===== src/rtl/crc16_pkg.sv =====
package crc16_pkg;

    localparam int CRC_W  = 16;
    localparam int DATA_W = 8;

    localparam logic [CRC_W-1:0] CRC_POLY   = 16'h8005;
    localparam logic [CRC_W-1:0] CRC_SEED   = 16'hFFFF;
    localparam logic [CRC_W-1:0] CRC_XOROUT = 16'hFFFF;

    typedef logic [CRC_W-1:0]  crc_t;
    typedef logic [DATA_W-1:0] byte_t;

    // One accepted input beat as seen by the remainder register.
    typedef struct packed {
        logic  valid;
        logic  restart;
        byte_t data;
    } beat_t;

    function automatic byte_t flip_byte(input byte_t v);
        byte_t r;
        for (int i = 0; i < DATA_W; i++) begin
            r[i] = v[DATA_W-1-i];
        end
        return r;
    endfunction

    function automatic crc_t flip_crc(input crc_t v);
        crc_t r;
        for (int i = 0; i < CRC_W; i++) begin
            r[i] = v[CRC_W-1-i];
        end
        return r;
    endfunction

endpackage


===== src/rtl/crc16_byte_update.sv =====
module crc16_byte_update
    import crc16_pkg::*;
#(
    parameter int               W      = CRC_W,
    parameter int               DW     = DATA_W,
    parameter logic [W-1:0]     POLY   = CRC_POLY
) (
    input  logic [W-1:0]  state_in,
    input  logic [DW-1:0] data_in,
    output logic [W-1:0]  state_out
);

    // Eight serial shift steps flattened into one XOR network.
    logic [W-1:0] chain [0:DW];

    assign chain[0] = state_in;

    for (genvar k = 0; k < DW; k++) begin : g_step
        logic fb;
        assign fb           = chain[k][W-1] ^ data_in[DW-1-k];
        assign chain[k+1]   = {chain[k][W-2:0], 1'b0} ^ (fb ? POLY : '0);
    end

    assign state_out = chain[DW];

endmodule


===== src/rtl/crc16_remainder.sv =====
module crc16_remainder
    import crc16_pkg::*;
#(
    parameter crc_t SEED = CRC_SEED
) (
    input  logic  clk,
    input  logic  rst,
    input  beat_t beat,
    output crc_t  rem_q,
    output crc_t  rem_next
);

    crc_t base;

    // Seed selector: a start byte folds straight into the seed.
    assign base = beat.restart ? SEED : rem_q;

    crc16_byte_update #(
        .W    (CRC_W),
        .DW   (DATA_W),
        .POLY (CRC_POLY)
    ) u_update (
        .state_in  (base),
        .data_in   (flip_byte(beat.data)),
        .state_out (rem_next)
    );

    always_ff @(posedge clk) begin
        if (rst) begin
            rem_q <= SEED;
        end else if (beat.valid) begin
            rem_q <= rem_next;
        end
    end

    // no change to the remainder on a cycle without a valid byte
    p_hold_when_idle_r3: assert property (@(posedge clk) disable iff (rst)
        !beat.valid |=> $stable(rem_q));

    // remainder holds the seed right after reset
    p_seed_after_reset_r7: assert property (@(posedge clk) disable iff (rst)
        $past(rst) |-> rem_q == SEED);

endmodule


===== src/rtl/crc16_out_stage.sv =====
module crc16_out_stage
    import crc16_pkg::*;
#(
    parameter crc_t XOROUT = CRC_XOROUT
) (
    input  logic clk,
    input  logic rst,
    input  logic fire,
    input  crc_t rem_next,
    output crc_t crc_out,
    output logic crc_done
);

    crc_t conditioned;

    // Reflection and inversion live only here, outside the loop.
    assign conditioned = flip_crc(rem_next) ^ XOROUT;

    always_ff @(posedge clk) begin
        if (rst) begin
            crc_out  <= '0;
            crc_done <= 1'b0;
        end else begin
            crc_done <= fire;
            if (fire) begin
                crc_out <= conditioned;
            end
        end
    end

    // done only follows an accepted end byte
    p_done_after_end_r5: assert property (@(posedge clk) disable iff (rst)
        crc_done |-> $past(fire));

    // output holds unless a frame ends
    p_out_holds_r5: assert property (@(posedge clk) disable iff (rst)
        !fire |=> $stable(crc_out));

endmodule


===== src/rtl/crc16_stream.sv =====
module crc16_stream
    import crc16_pkg::*;
(
    input  logic        clk,
    input  logic        rst,
    input  logic [7:0]  in_byte,
    input  logic        in_valid,
    input  logic        in_sof,
    input  logic        in_eof,
    output logic [15:0] crc_out,
    output logic        crc_done
);

    beat_t beat;
    crc_t  rem_q;
    crc_t  rem_next;
    logic  fire;

    assign beat.valid   = in_valid;
    assign beat.restart = in_sof;
    assign beat.data    = in_byte;
    assign fire         = in_valid & in_eof;

    crc16_remainder #(
        .SEED (CRC_SEED)
    ) u_rem (
        .clk      (clk),
        .rst      (rst),
        .beat     (beat),
        .rem_q    (rem_q),
        .rem_next (rem_next)
    );

    crc16_out_stage #(
        .XOROUT (CRC_XOROUT)
    ) u_out (
        .clk      (clk),
        .rst      (rst),
        .fire     (fire),
        .rem_next (rem_next),
        .crc_out  (crc_out),
        .crc_done (crc_done)
    );

    // a done pulse never lasts two cycles unless two frames end back to back
    p_done_single_r5: assert property (@(posedge clk) disable iff (rst)
        crc_done && !$past(fire, 2) |=> !crc_done || $past(fire));

    // invalid cycles never produce a done pulse
    p_idle_no_done_r3: assert property (@(posedge clk) disable iff (rst)
        !in_valid |=> !crc_done);

endmodule


===== config.mk =====
export PLATFORM = sky130hd
export DESIGN_NAME = crc16_stream
export DESIGN_NICKNAME = d
export VERILOG_FILES = /design/src/rtl/crc16_pkg.sv /design/src/rtl/crc16_byte_update.sv /design/src/rtl/crc16_remainder.sv /design/src/rtl/crc16_out_stage.sv /design/src/rtl/crc16_stream.sv
export SDC_FILE = /design/constraint.sdc
export NUM_CORES = 1
export LEC_CHECK = 0
export BUFFER_PORTS_ARGS = -buffer_cell sky130_fd_sc_hd__buf_2
export CAP_MARGIN = 20
export CORE_UTILIZATION = 54
export CTS_CLUSTER_SIZE = 16
export DETAILED_ROUTE_END_ITERATION = 8
export GPL_TIMING_DRIVEN = 0
export PLACE_DENSITY = 0.78
export SLEW_MARGIN = 5
export SYNTH_ARGS = -nofsm -noshare
export SYNTH_HDL_FRONTEND = slang
export SYNTH_SLANG_ARGS = --single-unit

===== constraint.sdc =====
create_clock -name clk -period 2.8 [get_ports clk]
set_input_delay 0 -clock clk [delete_from_list [all_inputs] [get_ports clk]]
set_output_delay 0 -clock clk [all_outputs]
set_load 0.02 [all_outputs]

==> impl_metrics.env <==
export IMPL_drtPass1Iterations=6
export IMPL_internal_power_consumption_w=0.000865
export IMPL_max_slew_headroom_at_the_worst_pin_pct=67.6
export IMPL_horiz_die_dim_um=55.5
export IMPL_grt_pass1_vias=1266
export IMPL_ctsHoldBuffers=1
export IMPL_drive_above_1_share_pct=22.3
export IMPL_boundary_pins=30
export IMPL_power_share_combinational_pct=25.1
export IMPL_grt_first_pass_wirelength_um=5690
export IMPL_cts_setup_buffers=0
export IMPL_timing_hold_violations_final=0
export IMPL_final_cell_mix="41 x sky130_fd_sc_hd__nor2_1, 33 x sky130_fd_sc_hd__dfxtp_1, 28 x sky130_fd_sc_hd__buf_2"
export IMPL_cts_sink_count=33
export IMPL_route_antenna_remaining_nets=0
export IMPL_grt_remaining_overflow=0
export IMPL_area_share_of_the_largest_cell_type_after_synthesis_pct=42.7
export IMPL_final_core_util_pct=66.6
export IMPL_power_per_cell_area_nw_per_um2=667
export IMPL_detail_route_iter0_violations=43
export IMPL_layout_cells_most_common="sky130_fd_sc_hd__nor2_1"
export IMPL_layout_min_cycle_time_ps=2200
export IMPL_cts_repair_resize_count=0
export IMPL_wl_per_cell_um=13.8
export IMPL_clk_pin_slew_ps=100
export IMPL_grt_antenna_before_repair=0
export IMPL_crit_fanout=4
export IMPL_end_kind="register"
export IMPL_detail_route_drc_violations=0
export IMPL_final_cell_area_um2=1820
export IMPL_critical_path_cell_with_the_highest_stage_delay="sky130_fd_sc_hd__xor3_2"
export IMPL_ys_warn_count=0
export IMPL_cts_buffers_inserted=5
export IMPL_switching_share_pct=28.8
export IMPL_power_w=0.00121
export IMPL_power_sequential_fraction_pct=43.9
export IMPL_p_leak_nw=0.767
export IMPL_crit_type="register to register"
export IMPL_crit_path_start_kind="register"
export IMPL_period_share_pct=78.7
export IMPL_arrival_ps=2440
export IMPL_worst_skew_pair_later_pin_latency_ps=340
export IMPL_postPlaceCellArea_um2=1730
export IMPL_cell_count_after_synthesis=174
export IMPL_final_fill_count=209
export IMPL_clock_power_share_pct=30.9
export IMPL_cp_cell_sequence="xnor2_1 > nor2_1 > xnor2_2 > xor3_2 > xnor3_1 > a211o_1"
export IMPL_number_of_standard_cell_rows_in_the_floorplan=19
export IMPL_floorplan_core_area_um2=2730
export IMPL_syn_num_nets=187
export IMPL_synthDistinctLibCells=19
export IMPL_fmax_mhz=454
export IMPL_initial_core_util_pct=56.6
export IMPL_floorplan_die_height_um=55.5
export IMPL_synth_top_area_cells="sky130_fd_sc_hd__dfxtp_1 43%, sky130_fd_sc_hd__xnor2_1 11%, sky130_fd_sc_hd__nor2_1 10%, sky130_fd_sc_hd__a211o_1 5.1%, sky130_fd_sc_hd__a21oi_1 4.5%"
export IMPL_routed_wirelength_um=3340
export IMPL_cts_root_buffer="sky130_fd_sc_hd__clkbuf_4"
export IMPL_antenna_cells_inserted=0
export IMPL_ir_drop_mv=0.495
export IMPL_areaGrowthSynthToFinish_pct=17.7
export IMPL_tightestPinTransition_ps=486
export IMPL_unrepaired_setup_endpoints_after_global_routing="no"
export IMPL_critical_path_max_stage_delay_ps=550
export IMPL_final_setup_viol_count=0
export IMPL_cts_path_max_buffers=2
export IMPL_numPortBuffers=28
export IMPL_critPathRequiredTime_ps=3030
export IMPL_vias_per_cell=5.39
export IMPL_yosys_register_bits=33
export IMPL_cts_tree="built"
export IMPL_run_status="finished, final reports clean"
export IMPL_hold_path_class="input pin to register"
export IMPL_final_max_slew_violation_count=0
export IMPL_detailroute_via_count=1304
export IMPL_global_route_usage_total_pct=23.8
export IMPL_yosysTopAreaCell="sky130_fd_sc_hd__dfxtp_1"
export IMPL_nNetsFinal=223
export IMPL_layout_cells_non_filler=242
export IMPL_final_setup_tns_ps=0
export IMPL_mappedNetlistArea_um2=1550
export IMPL_synth_area_per_cell_um2=8.89
export IMPL_gpl_final_weighted_congestion=0.820
export IMPL_grt_max_degree=11
export IMPL_dieArea_um2=3080
export IMPL_drv_max_cap_violation_count=0
export IMPL_post_dp_hpwl_um=2560
export IMPL_finClkSkew_ps=4.64
export IMPL_instance_count_after_placement_with_tap_cells_included=233
export IMPL_ys_seq_area_share_pct=42.7
export IMPL_htree_levels=2
export IMPL_switchingPower_w=0.000350
[Yosys cell counts]
cell                       instances
sky130_fd_sc_hd__xor3_2            1
sky130_fd_sc_hd__nor2_2            1
sky130_fd_sc_hd__nor3_1            6
sky130_fd_sc_hd__xnor2_1          19
sky130_fd_sc_hd__o21a_1            1
sky130_fd_sc_hd__xnor3_1           2
sky130_fd_sc_hd__a21oi_1          14
sky130_fd_sc_hd__buf_6             1
sky130_fd_sc_hd__clkbuf_1         11
sky130_fd_sc_hd__xnor2_2           2
sky130_fd_sc_hd__nor2b_1           9
sky130_fd_sc_hd__nand2_1           4
sky130_fd_sc_hd__a211oi_1          7
sky130_fd_sc_hd__nor2_1           41
sky130_fd_sc_hd__xor2_1            5
sky130_fd_sc_hd__or2_2             7
sky130_fd_sc_hd__dfxtp_1          33
sky130_fd_sc_hd__and2_1            1
sky130_fd_sc_hd__a211o_1           9
[through the flow]
stage / setup slack (ps) / hold slack, ps
after floorplan: 815 / 107
after global placement: 672 / 265
after detailed placement: 588 / 271
after CTS: 570 / 68.9
after global routing: 526 / 138
final: 595 / 73.0
[power by group through the flow]
| stage | clock (W) | sequential [W] | combinational [W] |
|---|---|---|---|
| after floorplan | 0 | 0.000559 | 0.000206 |
| after global placement | 0 | 0.000541 | 0.000291 |
| after detailed placement | 0 | 0.000544 | 0.000303 |
| after CTS | 0.000377 | 0.000533 | 0.000307 |
| after global routing | 0.000392 | 0.000538 | 0.000328 |
| final | 0.000376 | 0.000534 | 0.000305 |
[layer usage]
layer  global-route usage [%]  vias to the layer above  wire length, µm
li1                         -                      647                -
met4                     12.9                        0               62
met2                     38.6                       44             1650
met5                        0                        -                0
met3                     5.39                        8              155
met1                     29.4                      605             1470
[final timing paths]
kind | from | end | slack, ps | depth (start not counted)
worst max-delay path | u_rem.rem_q[14]$_SDFFE_PP1P_ | u_rem.rem_q[15]$_SDFFE_PP1P_ | 600 | 6
worst min-delay path | in_valid | u_rem.rem_q[4]$_SDFFE_PP1P_ | 70 | 3
worst min register to register | u_out.crc_out[13]$_SDFFE_PP0P_ | u_out.crc_out[13]$_SDFFE_PP0P_ | 480 | 2
worst max register to register | u_rem.rem_q[14]$_SDFFE_PP1P_ | u_rem.rem_q[15]$_SDFFE_PP1P_ | 600 | 6
[cells by family (layout without fill, tap and decap cells)]
| kind of cell | after synthesis | count (layout) | synth area share (%) |
|---|---|---|---|
| buffers and inverters | 12 | 49 | 3.40 |
| AND/OR/NAND/NOR | 69 | 69 | 20.1 |
| XOR/XNOR | 29 | 29 | 20.2 |
| AO/OA/AOI/OAI | 31 | 31 | 13.5 |
| flip-flops | 33 | 33 | 42.7 |
[registers in the layout, summed over array words and instances, names as in the netlist]
| name | cells |
|---|---|
| u_rem.rem_q | 16 |
| u_out.crc_done | 1 |
| u_out.crc_out | 16 |
[area by class of cell]
cell class	count	area (µm²)	area share (%)
flip-flops and latches	33	661	36.3
clock inverters	1	30.0	1.65
clock buffers	7	55.1	3.02
multi-input cells	129	833	45.8
plain buffers	12	52.6	2.89
well taps	31	38.8	2.13
repair buffers	29	150	8.25
[critical path: cells and delay by family, from the launching register on]
kind / cells / cell delay, ps
simple gates: 1 / 170
compound gates: 1 / 320
xor+xnor: 4 / 1250
flops: 1 / 360
Power figures use the tool's default switching activity.
